**src/rtl/ata_probe_pkg.sv**
```systemverilog
package ata_probe_pkg;
  localparam logic [3:0] REG_ERR  = 4'h1;
  localparam logic [3:0] REG_DH   = 4'h6;
  localparam logic [3:0] REG_STAT = 4'h7;
  localparam logic [3:0] REG_CTL  = 4'hE;

  localparam logic [7:0] DH_MASTER = 8'hA0;
  localparam logic [7:0] DH_SLAVE  = 8'hB0;
  localparam logic [7:0] CTL_SRST  = 8'h04;
  localparam logic [7:0] CTL_NIEN  = 8'h02;
  localparam logic [7:0] CTL_FINAL = 8'h08;
  localparam int         BSY_BIT   = 7;

  typedef enum logic [4:0] {
    S_IDLE, S_SC_SEL0, S_SC_SET0, S_SC_RD0, S_SC_SEL1, S_SC_SET1, S_SC_RD1,
    S_SC_EVAL, S_RS_SEL, S_RS_SET, S_RS_ON, S_RS_HOLD, S_RS_OFF, S_RS_REC,
    S_RS_ERR, S_RS_FIN, S_RS_SET2, S_PL_SEL0, S_PL_SET0, S_PL_RD0, S_PL_SEL1,
    S_PL_SET1, S_PL_RD1, S_PL_EVAL, S_PL_GAP
  } step_e;

  typedef enum logic [1:0] {ACT_NONE, ACT_WR, ACT_RD, ACT_WAIT} act_e;
  typedef enum logic [1:0] {DLY_SETTLE, DLY_HOLD, DLY_GAP} dly_e;
  typedef enum logic {PH_GO, PH_RUN} phase_e;
endpackage

```
**src/rtl/ata_bus_port.sv**
```systemverilog
module ata_bus_port #(
  parameter int BUS_LAT = 2
) (
  input  logic       clk_i,
  input  logic       rst_ni,
  input  logic       start_i,
  input  logic       we_i,
  input  logic [3:0] addr_i,
  input  logic [7:0] wdata_i,
  output logic       bus_stb_o,
  output logic       bus_we_o,
  output logic [3:0] bus_addr_o,
  output logic [7:0] bus_wdata_o,
  input  logic [7:0] bus_rdata_i,
  output logic [7:0] rdata_o,
  output logic       done_o
);
  localparam int CW = $clog2(BUS_LAT + 1);

  logic          active_q;
  logic [CW-1:0] cnt_q;

  always_ff @(posedge clk_i or negedge rst_ni) begin
    if (!rst_ni) begin
      active_q    <= 1'b0;
      cnt_q       <= '0;
      bus_stb_o   <= 1'b0;
      bus_we_o    <= 1'b0;
      bus_addr_o  <= '0;
      bus_wdata_o <= '0;
      rdata_o     <= '0;
      done_o      <= 1'b0;
    end else begin
      bus_stb_o <= 1'b0;
      done_o    <= 1'b0;
      if (start_i && !active_q) begin
        active_q    <= 1'b1;
        cnt_q       <= CW'(BUS_LAT);
        bus_stb_o   <= 1'b1;
        bus_we_o    <= we_i;
        bus_addr_o  <= addr_i;
        bus_wdata_o <= wdata_i;
      end else if (active_q) begin
        cnt_q <= cnt_q - 1'b1;
        if (cnt_q == CW'(1)) begin
          active_q <= 1'b0;
          rdata_o  <= bus_rdata_i;
          done_o   <= 1'b1;
        end
      end
    end
  end

  a_r2_single_strobe: assert property (@(posedge clk_i) disable iff (!rst_ni)
    bus_stb_o |=> !bus_stb_o);

  a_r2_addr_held: assert property (@(posedge clk_i) disable iff (!rst_ni)
    (active_q && !bus_stb_o) |-> $stable(bus_addr_o));
endmodule

```
**src/rtl/ata_delay_timer.sv**
```systemverilog
module ata_delay_timer #(
  parameter int W = 8
) (
  input  logic         clk_i,
  input  logic         rst_ni,
  input  logic         load_i,
  input  logic [W-1:0] count_i,
  output logic         done_o
);
  logic [W-1:0] cnt_q;

  always_ff @(posedge clk_i or negedge rst_ni) begin
    if (!rst_ni) begin
      cnt_q  <= '0;
      done_o <= 1'b0;
    end else begin
      done_o <= 1'b0;
      if (load_i) begin
        cnt_q <= count_i;
      end else if (cnt_q != '0) begin
        cnt_q <= cnt_q - 1'b1;
        if (cnt_q == W'(1)) done_o <= 1'b1;
      end
    end
  end

  a_r5_no_reload_running: assert property (@(posedge clk_i) disable iff (!rst_ni)
    load_i |-> (cnt_q == '0));
endmodule

```
**src/rtl/ata_probe_eval.sv**
```systemverilog
module ata_probe_eval
  import ata_probe_pkg::*;
(
  input  logic [1:0]      mask_i,
  input  logic [1:0][7:0] stat_i,
  input  logic [1:0][7:0] dh_i,
  output logic [1:0]      scr_mask_o,
  output logic            poll_done_o,
  output logic [1:0]      drop_mask_o
);
  logic [1:0] bsy;

  for (genvar d = 0; d < 2; d++) begin : g_drv
    assign scr_mask_o[d] = !((stat_i[d] == 8'hFF) || (stat_i[d] == dh_i[d]));
    assign bsy[d]        = stat_i[d][BSY_BIT];
  end

  always_comb begin
    unique case (mask_i)
      2'b01:   poll_done_o = !bsy[0];
      2'b10:   poll_done_o = !bsy[1];
      2'b11:   poll_done_o = !bsy[0] && !bsy[1];
      default: poll_done_o = 1'b1;
    endcase
  end

  assign drop_mask_o = mask_i & ~bsy;
endmodule

```
**src/rtl/ata_probe_seq.sv**
```systemverilog
module ata_probe_seq
  import ata_probe_pkg::*;
#(
  parameter int BUS_LAT      = 2,
  parameter int SETTLE_CYC   = 4,
  parameter int RST_HOLD_CYC = 1000,
  parameter int POLL_GAP_CYC = 100,
  parameter int POLL_LIMIT   = 31000
) (
  input  logic       clk_i,
  input  logic       rst_ni,
  input  logic       start_i,
  output logic       bus_stb_o,
  output logic       bus_we_o,
  output logic [3:0] bus_addr_o,
  output logic [7:0] bus_wdata_o,
  input  logic [7:0] bus_rdata_i,
  output logic       busy_o,
  output logic       done_o,
  output logic       fail_o,
  output logic [1:0] mask_o
);
  localparam int DLY_MAX = (RST_HOLD_CYC > POLL_GAP_CYC) ?
                           ((RST_HOLD_CYC > SETTLE_CYC) ? RST_HOLD_CYC : SETTLE_CYC) :
                           ((POLL_GAP_CYC > SETTLE_CYC) ? POLL_GAP_CYC : SETTLE_CYC);
  localparam int DW = $clog2(DLY_MAX + 1);
  localparam int IW = $clog2(POLL_LIMIT + 1);

  step_e      st_q;
  phase_e     ph_q;
  logic [1:0] mask_q;
  logic       done_q, fail_q;
  logic [7:0] st0_q, st1_q;
  logic [IW-1:0] iter_q;

  act_e       act;
  logic [3:0] act_addr;
  logic [7:0] act_data;
  dly_e       act_dly;
  logic [DW-1:0] dly_cnt;

  logic       bus_start, bus_done, tmr_load, tmr_done, step_done;
  logic [7:0] rdata;
  logic [1:0] scr_mask, drop_mask;
  logic       poll_done;

  always_comb begin
    act      = ACT_NONE;
    act_addr = REG_DH;
    act_data = 8'h00;
    act_dly  = DLY_SETTLE;
    unique case (st_q)
      S_SC_SEL0, S_RS_SEL, S_PL_SEL0: begin act = ACT_WR; act_data = DH_MASTER; end
      S_SC_SEL1, S_PL_SEL1:           begin act = ACT_WR; act_data = DH_SLAVE; end
      S_SC_SET0, S_SC_SET1, S_RS_SET, S_RS_SET2, S_PL_SET0, S_PL_SET1:
        act = ACT_WAIT;
      S_SC_RD0, S_SC_RD1, S_PL_RD0, S_PL_RD1: begin act = ACT_RD; act_addr = REG_STAT; end
      S_RS_ON:  begin act = ACT_WR; act_addr = REG_CTL; act_data = CTL_SRST | CTL_NIEN; end
      S_RS_HOLD, S_RS_REC: begin act = ACT_WAIT; act_dly = DLY_HOLD; end
      S_RS_OFF: begin act = ACT_WR; act_addr = REG_CTL; act_data = CTL_NIEN; end
      S_RS_ERR: begin act = ACT_RD; act_addr = REG_ERR; end
      S_RS_FIN: begin act = ACT_WR; act_addr = REG_CTL; act_data = CTL_FINAL; end
      S_PL_GAP: begin act = ACT_WAIT; act_dly = DLY_GAP; end
      default:  act = ACT_NONE;
    endcase
  end

  always_comb begin
    unique case (act_dly)
      DLY_HOLD: dly_cnt = DW'(RST_HOLD_CYC);
      DLY_GAP:  dly_cnt = DW'(POLL_GAP_CYC);
      default:  dly_cnt = DW'(SETTLE_CYC);
    endcase
  end

  function automatic step_e succ(step_e s);
    unique case (s)
      S_SC_SEL0: return S_SC_SET0;
      S_SC_SET0: return S_SC_RD0;
      S_SC_RD0:  return S_SC_SEL1;
      S_SC_SEL1: return S_SC_SET1;
      S_SC_SET1: return S_SC_RD1;
      S_SC_RD1:  return S_SC_EVAL;
      S_RS_SEL:  return S_RS_SET;
      S_RS_SET:  return S_RS_ON;
      S_RS_ON:   return S_RS_HOLD;
      S_RS_HOLD: return S_RS_OFF;
      S_RS_OFF:  return S_RS_REC;
      S_RS_REC:  return S_RS_ERR;
      S_RS_ERR:  return S_RS_FIN;
      S_RS_FIN:  return S_RS_SET2;
      S_RS_SET2: return S_PL_SEL0;
      S_PL_SEL0: return S_PL_SET0;
      S_PL_SET0: return S_PL_RD0;
      S_PL_RD0:  return S_PL_SEL1;
      S_PL_SEL1: return S_PL_SET1;
      S_PL_SET1: return S_PL_RD1;
      S_PL_RD1:  return S_PL_EVAL;
      S_PL_GAP:  return S_PL_SEL0;
      default:   return S_IDLE;
    endcase
  endfunction

  assign bus_start = (ph_q == PH_GO) && ((act == ACT_WR) || (act == ACT_RD));
  assign tmr_load  = (ph_q == PH_GO) && (act == ACT_WAIT);
  assign step_done = bus_done || tmr_done;

  ata_bus_port #(.BUS_LAT(BUS_LAT)) u_port (
    .clk_i      (clk_i),
    .rst_ni     (rst_ni),
    .start_i    (bus_start),
    .we_i       (act == ACT_WR),
    .addr_i     (act_addr),
    .wdata_i    (act_data),
    .bus_stb_o  (bus_stb_o),
    .bus_we_o   (bus_we_o),
    .bus_addr_o (bus_addr_o),
    .bus_wdata_o(bus_wdata_o),
    .bus_rdata_i(bus_rdata_i),
    .rdata_o    (rdata),
    .done_o     (bus_done)
  );

  ata_delay_timer #(.W(DW)) u_tmr (
    .clk_i  (clk_i),
    .rst_ni (rst_ni),
    .load_i (tmr_load),
    .count_i(dly_cnt),
    .done_o (tmr_done)
  );

  ata_probe_eval u_eval (
    .mask_i     (mask_q),
    .stat_i     ({st1_q, st0_q}),
    .dh_i       ({DH_SLAVE, DH_MASTER}),
    .scr_mask_o (scr_mask),
    .poll_done_o(poll_done),
    .drop_mask_o(drop_mask)
  );

  always_ff @(posedge clk_i or negedge rst_ni) begin
    if (!rst_ni) begin
      st_q   <= S_IDLE;
      ph_q   <= PH_GO;
      mask_q <= '0;
      done_q <= 1'b0;
      fail_q <= 1'b0;
      st0_q  <= '0;
      st1_q  <= '0;
      iter_q <= '0;
    end else begin
      unique case (st_q)
        S_IDLE: begin
          if (start_i) begin
            st_q   <= S_SC_SEL0;
            ph_q   <= PH_GO;
            mask_q <= 2'b11;
            done_q <= 1'b0;
            fail_q <= 1'b0;
            iter_q <= '0;
          end
        end
        S_SC_EVAL: begin
          mask_q <= scr_mask;
          if (scr_mask == 2'b00) begin
            done_q <= 1'b1;
            fail_q <= 1'b1;
            st_q   <= S_IDLE;
          end else begin
            st_q <= S_RS_SEL;
          end
        end
        S_PL_EVAL: begin
          if (poll_done) begin
            done_q <= 1'b1;
            st_q   <= S_IDLE;
          end else if (iter_q == IW'(POLL_LIMIT - 1)) begin
            mask_q <= drop_mask;
            fail_q <= (drop_mask == 2'b00);
            done_q <= 1'b1;
            st_q   <= S_IDLE;
          end else begin
            iter_q <= iter_q + 1'b1;
            st_q   <= S_PL_GAP;
          end
        end
        default: begin
          if (ph_q == PH_GO) begin
            ph_q <= PH_RUN;
          end else if (step_done) begin
            ph_q <= PH_GO;
            st_q <= succ(st_q);
            if (st_q == S_SC_RD0 || st_q == S_PL_RD0) st0_q <= rdata;
            if (st_q == S_SC_RD1 || st_q == S_PL_RD1) st1_q <= rdata;
          end
        end
      endcase
    end
  end

  assign busy_o = (st_q != S_IDLE);
  assign done_o = done_q;
  assign fail_o = fail_q;
  assign mask_o = mask_q;

  a_r4_no_ctl_when_empty: assert property (@(posedge clk_i) disable iff (!rst_ni)
    (bus_stb_o && bus_we_o && (bus_addr_o == REG_CTL)) |-> (mask_q != 2'b00));

  a_r8_mask_only_shrinks: assert property (@(posedge clk_i) disable iff (!rst_ni)
    $past(busy_o) |-> ((mask_o & ~$past(mask_o)) == 2'b00));

  a_r8_fail_iff_empty: assert property (@(posedge clk_i) disable iff (!rst_ni)
    done_o |-> (fail_o == (mask_o == 2'b00)));

  a_r9_done_not_busy: assert property (@(posedge clk_i) disable iff (!rst_ni)
    !(done_o && busy_o));

  a_r9_result_held: assert property (@(posedge clk_i) disable iff (!rst_ni)
    (done_o && !start_i) |=> (done_o && $stable(mask_o) && $stable(fail_o)));

  a_r6_iter_bound: assert property (@(posedge clk_i) disable iff (!rst_ni)
    iter_q < IW'(POLL_LIMIT));

  a_r1_idle_quiet: assert property (@(posedge clk_i) disable iff (!rst_ni)
    !busy_o |-> !bus_stb_o);
endmodule

```
**config.mk**
```make
export PLATFORM = sky130hd
export DESIGN_NAME = ata_probe_seq
export DESIGN_NICKNAME = d
export VERILOG_FILES = /design/src/rtl/ata_probe_pkg.sv /design/src/rtl/ata_bus_port.sv /design/src/rtl/ata_delay_timer.sv /design/src/rtl/ata_probe_eval.sv /design/src/rtl/ata_probe_seq.sv
export SDC_FILE = /design/constraint.sdc
export NUM_CORES = 1
export LEC_CHECK = 0
export ABC_AREA = 1
export CAP_MARGIN = 20
export CELL_PAD_IN_SITES_DETAIL_PLACEMENT = 2
export CELL_PAD_IN_SITES_GLOBAL_PLACEMENT = 2
export CORE_ASPECT_RATIO = 2
export CORE_UTILIZATION = 31
export CTS_BUF_LIST = sky130_fd_sc_hd__clkbuf_4 sky130_fd_sc_hd__clkbuf_8 sky130_fd_sc_hd__clkbuf_16
export DETAILED_ROUTE_END_ITERATION = 7
export PLACE_DENSITY_LB_ADDON = 0.08
export SLEW_MARGIN = 20
export SYNTH_ARGS = -nofsm -noshare
export SYNTH_HDL_FRONTEND = slang
export SYNTH_SLANG_ARGS = --single-unit
```
**constraint.sdc**
```tcl
create_clock -name clk_i -period 2.82 [get_ports clk_i]
set_clock_uncertainty 0.2 [all_clocks]
set_input_delay 0.423 -clock clk_i [delete_from_list [all_inputs] [get_ports clk_i]]
set_output_delay 0.423 -clock clk_i [all_outputs]
set_load 0.01 [all_outputs]
```
# After elaboration in Yosys (flattened, before gate mapping)
# Memory sizes are Yosys's and may differ from the RTL's.
# Index checks and enable logic that the tools add are counted.
[word_totals]
regBits = 78
romBits = 160
input_bits = 11
out_inout_bits = 19
elab_cells = 164
mem_count = 1
[op_classes]
addsub = 3
n_eq_ne = 45
muxes = 46
n_bitwise = 6
reduce_logical = 45
[memory_table]
columns = ["name", "depth", "width", "rd", "rd_ports_with_merged_regs", "write_ports", "line", "source"]
rows = [
  ["(name not given)", 32, 5, 1, 0, 0, "ata_probe_seq.sv:77", "unique case (s)"],
]
[ops]
columns = ["operator", "count"]
rows = [
  ["equality test 5 bit (second input constant)", 9],
  ["2-to-1 mux 15 bit", 3],
  ["equality test 5 x 4 -> 1 bit (second input constant)", 8],
  ["case mux 8 bit (5 select lines)", 1],
  ["equality test 8 bit (second input constant)", 4],
  ["case mux 15 bit (2 select lines)", 1],
  ["2-to-1 mux 5 bit", 5],
  ["equality test 5 x 3 -> 1 bit (second input constant)", 4],
  ["2-to-1 mux 10 bit", 2],
  ["case mux 10 bit (2 select lines)", 1],
  ["AND reduction 4 bit", 5],
  ["2-to-1 mux 1 bit", 18],
  ["adder 15 x 1 -> 15 bit (second input constant)", 1],
  ["equality test 15 bit (second input constant)", 1],
  ["case mux 5 bit (3 select lines)", 1],
  ["case mux 2 bit (3 select lines)", 2],
  ["case mux 4 bit (3 select lines)", 1],
  ["equality test 10 x 1 -> 1 bit (second input constant)", 1],
  ["equality test 2 bit (second input constant)", 5],
  ["equality test 5 x 2 -> 1 bit (second input constant)", 2],
  ["2-to-1 mux 2 bit", 5],
  ["!= test 2 bit (second input constant)", 5],
  ["nonzero test 10 bit", 1],
  ["subtractor 10 x 1 -> 10 bit (second input constant)", 1],
  ["29 further kinds", 58],
]

# Logic depth before layout (Yosys ltp)
[logic_depth]
word_depth = 9
mapped_depth = 15
depth_no_buf = 15

# Cells and area by module
# A second synthesis with hierarchy kept.
[hier_totals]
hier_cells = 680
area_unflattened_um2 = 4778.3
[by_module_without_submodules]
columns = ["module", "n_inst", "cells_per_inst", "area_per_inst_um2", "seq_area_each_um2"]
rows = [
  ["ata_probe_seq", 1, 366, 2612.5, 1026.0],
  ["ata_bus_port", 1, 106, 1008.5, 650.6],
  ["ata_delay_timer", 1, 105, 749.5, 275.3],
  ["ata_probe_eval", 1, 103, 407.9, 0.0],
]

# Worst setup path before layout
# Ideal clock, no wire load.
[synth_path]
path_kind = "reg-to-reg"
from = "register st_q[0]"
to = "register u_tmr.cnt_q[0]"
setup_time_ns = 0.083
arrival_time_ns = 2.371
t_required_ns = 2.537
slack_ns = 0.166
path_stages_with_launch = 16
n_path_buf = 0
synth_period_minus_slack_ns = 2.654
cell_sequence = "dfrtp_1 -> ha_1 -> inv_1 -> nor2_1 -> nand2_1 -> nand2_1 -> nor2_1 -> nand3_1 -> nor2_1 -> inv_1 -> ha_1 -> nand2_1 -> inv_1 -> nor3_1 -> nand2_1 -> o21ai_0"
[synth_via]
elab_chain_len = 6
elab_cells_between_ends = 30
cone_classes = "eq/ne: 23; mux: 2; reduce/logical: 5"
[synth_rtl]
columns = ["element", "line", "source"]
rows = [
  ["from (decl)", "ata_probe_seq.sv:29", "step_e st_q;"],
  ["from (signal assigned)", "ata_probe_seq.sv:192", "st_q <= succ(st_q);"],
  ["equality test 5 bit, or another cell as far along", "ata_probe_seq.sv:52", "unique case (st_q)"],
  ["OR reduction 9 bit (no source line), or another cell as far along", "--", ""],
  ["case mux 2 bit (3 select lines) *", "ata_probe_seq.sv:52", ""],
  ["equality test 2 bit *", "ata_probe_seq.sv:105", "assign tmr_load = (ph_q == PH_GO) && (act == ACT_WAIT);"],
  ["logical AND 1 bit *", "ata_probe_seq.sv:105", ""],
  ["2-to-1 mux 10 bit or nonzero test 2 bit (tied branches)", "--", ""],
  ["to (signal assigned)", "ata_delay_timer.sv:19", "cnt_q <= count_i;"],
  ["to (signal assigned)", "ata_delay_timer.sv:21", "cnt_q <= cnt_q - 1'b1;"],
  ["to (decl)", "ata_delay_timer.sv:10", "logic [W-1:0] cnt_q;"],
]
# Every way passes the cells marked *; elsewhere a longest branch is shown, timed or not.
# A chain may end at the register's enable or synchronous reset.

# Worst setup path after layout
[layout_path]
from = "register st_q[0]"
to = "register u_port.bus_wdata_o[4]"
[layout_via]
elab_chain_len = 7
elab_cells_between_ends = 34
cone_classes = "eq/ne: 24; mux: 2; reduce/logical: 8"
[layout_rtl]
columns = ["element", "line", "source"]
rows = [
  ["equality test 5 bit, or another cell as far along", "ata_probe_seq.sv:52", ""],
  ["OR reduction 9 bit (no source line), or another cell as far along", "--", ""],
  ["case mux 2 bit (3 select lines)", "ata_probe_seq.sv:52", ""],
  ["equality test 2 x 1 -> 1 bit or equality test 2 bit (tied branches)", "ata_probe_seq.sv:104", "assign bus_start = (ph_q == PH_GO) && ((act == ACT_WR) || (act == ACT_RD));"],
  ["logical OR 1 bit", "ata_probe_seq.sv:104", ""],
  ["logical AND 1 bit", "ata_probe_seq.sv:104", ""],
  ["logical AND 1 bit", "ata_bus_port.sv:36", "if (start_i && !active_q) begin"],
  ["to (signal assigned)", "ata_bus_port.sv:42", "bus_wdata_o <= wdata_i;"],
  ["to (decl)", "ata_bus_port.sv:13", "output logic [7:0] bus_wdata_o,"],
]
# Several ways; a longest one is shown, not always the timed one.

==> flow_metrics.env <==
export IMPL_dpl_hpwl_um=11200
export IMPL_reg2reg_from="st_q[0]"
export IMPL_routed_wl_um=14250
export IMPL_critPathLaunchType="flip-flop"
export IMPL_wl_per_cell_um=18.29
export IMPL_netlist_area_mm2=0.004215
export IMPL_final_cell_mix="201 x nand2_1, 72 x dfrtp_1, 64 x nor2_1"
export IMPL_drtAntennaViolNets=0
export IMPL_setup_tns_ns=0
export IMPL_report_final_slew_viol_count=0
export IMPL_ys_types=38
export IMPL_fin_crit_sh_pct=94.02
export IMPL_hold_violations=0
export IMPL_yosys_warnings=0
export IMPL_async_flop_share_pct=100.0
export IMPL_final_min_clock_period_ns=2.651
export IMPL_grt_max_degree=48
export IMPL_syn2layout_area_growth_pct=20.72
export IMPL_synth_edf_count=0
export IMPL_grt_use_total_pct=21.62
export IMPL_tightest_slew_ns=0.7349
export IMPL_hold_ws_ns=0.2848
export IMPL_p_leak_nw=2.359
export IMPL_io_pins=30
export IMPL_max_freq_mhz=377.2
export IMPL_numCtsBuffers=9
export IMPL_status="completed"
export IMPL_ys_seq_area_share_pct=43.93
export IMPL_grt_pass1_wl_um=23280
export IMPL_start_util_pct=32.08
export IMPL_crit_path_start="st_q[0]"
export IMPL_nets=646
export IMPL_power_mw=2.379
export IMPL_arrival_ns=2.67
export IMPL_io_buffers=27
export IMPL_cts_htree_levels=3
export IMPL_place_inst=760
export IMPL_place_area_mm2=0.004686
export IMPL_worstPathMaxFanout=7
export IMPL_firstDrtPassIters=4
export IMPL_final_setup_viol_count=0
export IMPL_hold_start="u_port.bus_we_o"
export IMPL_synth_flop_cell="dfrtp_1"
export IMPL_dr_total_vias=4018
export IMPL_final_area_mm2=0.005089
export IMPL_initialDrtViolationCount=113
export IMPL_cts_root_buf="clkbuf_16"
export IMPL_criticalPathCategory="flip-flop to flip-flop"
export IMPL_max_cap_violations=0
export IMPL_gr_total_overflow=0
export IMPL_row_count=59
export IMPL_die_area_mm2=0.01410
export IMPL_cts_tree="yes"
export IMPL_die_x_um=84.46
export IMPL_die_y_um=166.9
export IMPL_cellPowerDensity_mw_per_mm2=467.6
export IMPL_clock_latency_ns=0.34
export IMPL_antenna_diode_count=0
export IMPL_synth_area_per_cell_um2=7.255
export IMPL_ir_drop_uv=259.0
export IMPL_ys_ff_latch=74
export IMPL_core_mm2=0.01314
export IMPL_end_kind="flip-flop"
export IMPL_required_ns=2.84
export IMPL_rsz0062_at_grt="yes"
export IMPL_numClockSinks=74
export IMPL_slew_limit_headroom_pct=50.68
export IMPL_antenna_found_initial=0
export IMPL_synthCells=581
export IMPL_hold_class="flip-flop to flip-flop"
export IMPL_gp_congestion=0.8597
export IMPL_cts_clk_slew_worst_paths_ns=0.07
export IMPL_drive_gt1_share_pct=10.21
export IMPL_clock_path_buffers=2
export IMPL_drc=0
export IMPL_final_common_cell="nand2_1"
export IMPL_vias_per_cell=5.158
export IMPL_finalNonFillerCells=779
export IMPL_grt_pass1_vias=4653
## routing by layer
layer,routed length (um),global-route usage [%],up-vias
met3,196,2.577,30
met5,0,0,-
met1,4751,18.92,2006
li1,-,-,1936
met2,8763,45.97,46
met4,539,10.32,0
## cells by family (layout without fill, tap and decap cells)
group / after synthesis / after routing / synth area share, %
and+or+nand+nor: 345 / 345 / 34.79
AOI/OAI and AO/OA: 71 / 71 / 9.053
buffers and inverters: 74 / 119 / 7.658
xor gates and xnor gates: 3 / 3 / 0.6234
adders and majority gates: 13 / 13 / 3.859
other: 1 / 2 / 0.08896
DFF: 74 / 74 / 43.93
## flip-flops by register name, summed over array words and instances, names as in the netlist
name,count
done_o,1
fail_o,1
iter_q,15
mask_o,2
ph_q,1
st0_q,8
st1_q,8
st_q,5
u_port.active_q,1
u_port.bus_addr_o,3
u_port.bus_stb_o,1
u_port.bus_wdata_o,5
u_port.bus_we_o,1
u_port.cnt_q,2
u_port.done_o,1
u_port.rdata_o,8
u_tmr.cnt_q,10
u_tmr.done_o,1
## where the power goes
group	internal, mW	switching [mW]	leakage [nW]
Clock	0.721	0.501	0.155
Combinational	0.0367	0.0552	1.24
Sequential	1.06	0.00252	0.966
## worst max-delay path, cell delays in order (launching register included)
cell and delay, ns:
dfrtp_2 0.45, inv_2 0.12, ha_2 0.22, inv_2 0.06, nor3_2 0.25, a211o_1 0.22
nor2_4 0.06, buf_4 0.14, ha_4 0.24, nor3_4 0.14, inv_2 0.10, buf_4 0.17
nand2_1 0.05, o21ai_0 0.08
## worst paths after layout
check | to | slack [ns] | depth (start not counted)
setup / recovery | u_port.bus_wdata_o[4] | 0.17 | 13
hold / removal | u_port.bus_we_o | 0.28 | 2
setup reg to reg | u_port.bus_wdata_o[4] | 0.17 | 13
hold reg to reg | u_port.bus_we_o | 0.28 | 2
max in group asynchronous | mask_o[1] | 1.47 | 3
min in group asynchronous | iter_q[6] | 0.34 | 2
## per-stage QoR
stage / setup WS (ns) / utilization (%)
2_1_floorplan: 0.1661 / -
4_1_cts: 0.02400 / 38.14
6_report: 0.1687 / 38.73
3_3_place_gp: 0.1696 / 35.66
3_5_place_dp: -0.05659 / 35.66
5_1_grt: -0.01606 / 38.73
## cell type report
type / instances / area, um2
fillers: 1584 / 8051
multi-input cells: 434 / 2106
flip-flops and latches: 74 / 1854
repair buffers: 42 / 395.4
clock buffers: 10 / 239.0
inverters: 61 / 231.5
well taps: 152 / 190.2
clock inverters: 6 / 72.57
## synthesized netlist by cell type (3+ instances only)
cell type / n / area, um2
a21oi_1: 16 / 80.08
nand3_1: 44 / 220.2
buf_4: 5 / 37.54
nor3_1: 4 / 20.02
o21bai_1: 3 / 22.52
buf_6: 3 / 33.78
ha_1: 13 / 162.7
nand3_2: 3 / 30.03
inv_1: 59 / 221.5
nand4_1: 12 / 75.07
nor2_2: 3 / 18.77
o21ai_1: 13 / 65.06
nand2_1: 202 / 758.2
nor2_1: 67 / 251.5
dfrtp_1: 74 / 1852
o21ai_0: 31 / 155.2
## timing repair
action | CTS | global route
hold buffers | 1 | 0
setup buffers | 0 | 2
pin swaps | 0 | 6
gates resized for setup | 4 | 18
hold endpoints to repair | 27 | 0
endpoints found under the setup margin | 7 | 21
Note: power is estimated with default switching activity, not from simulation.
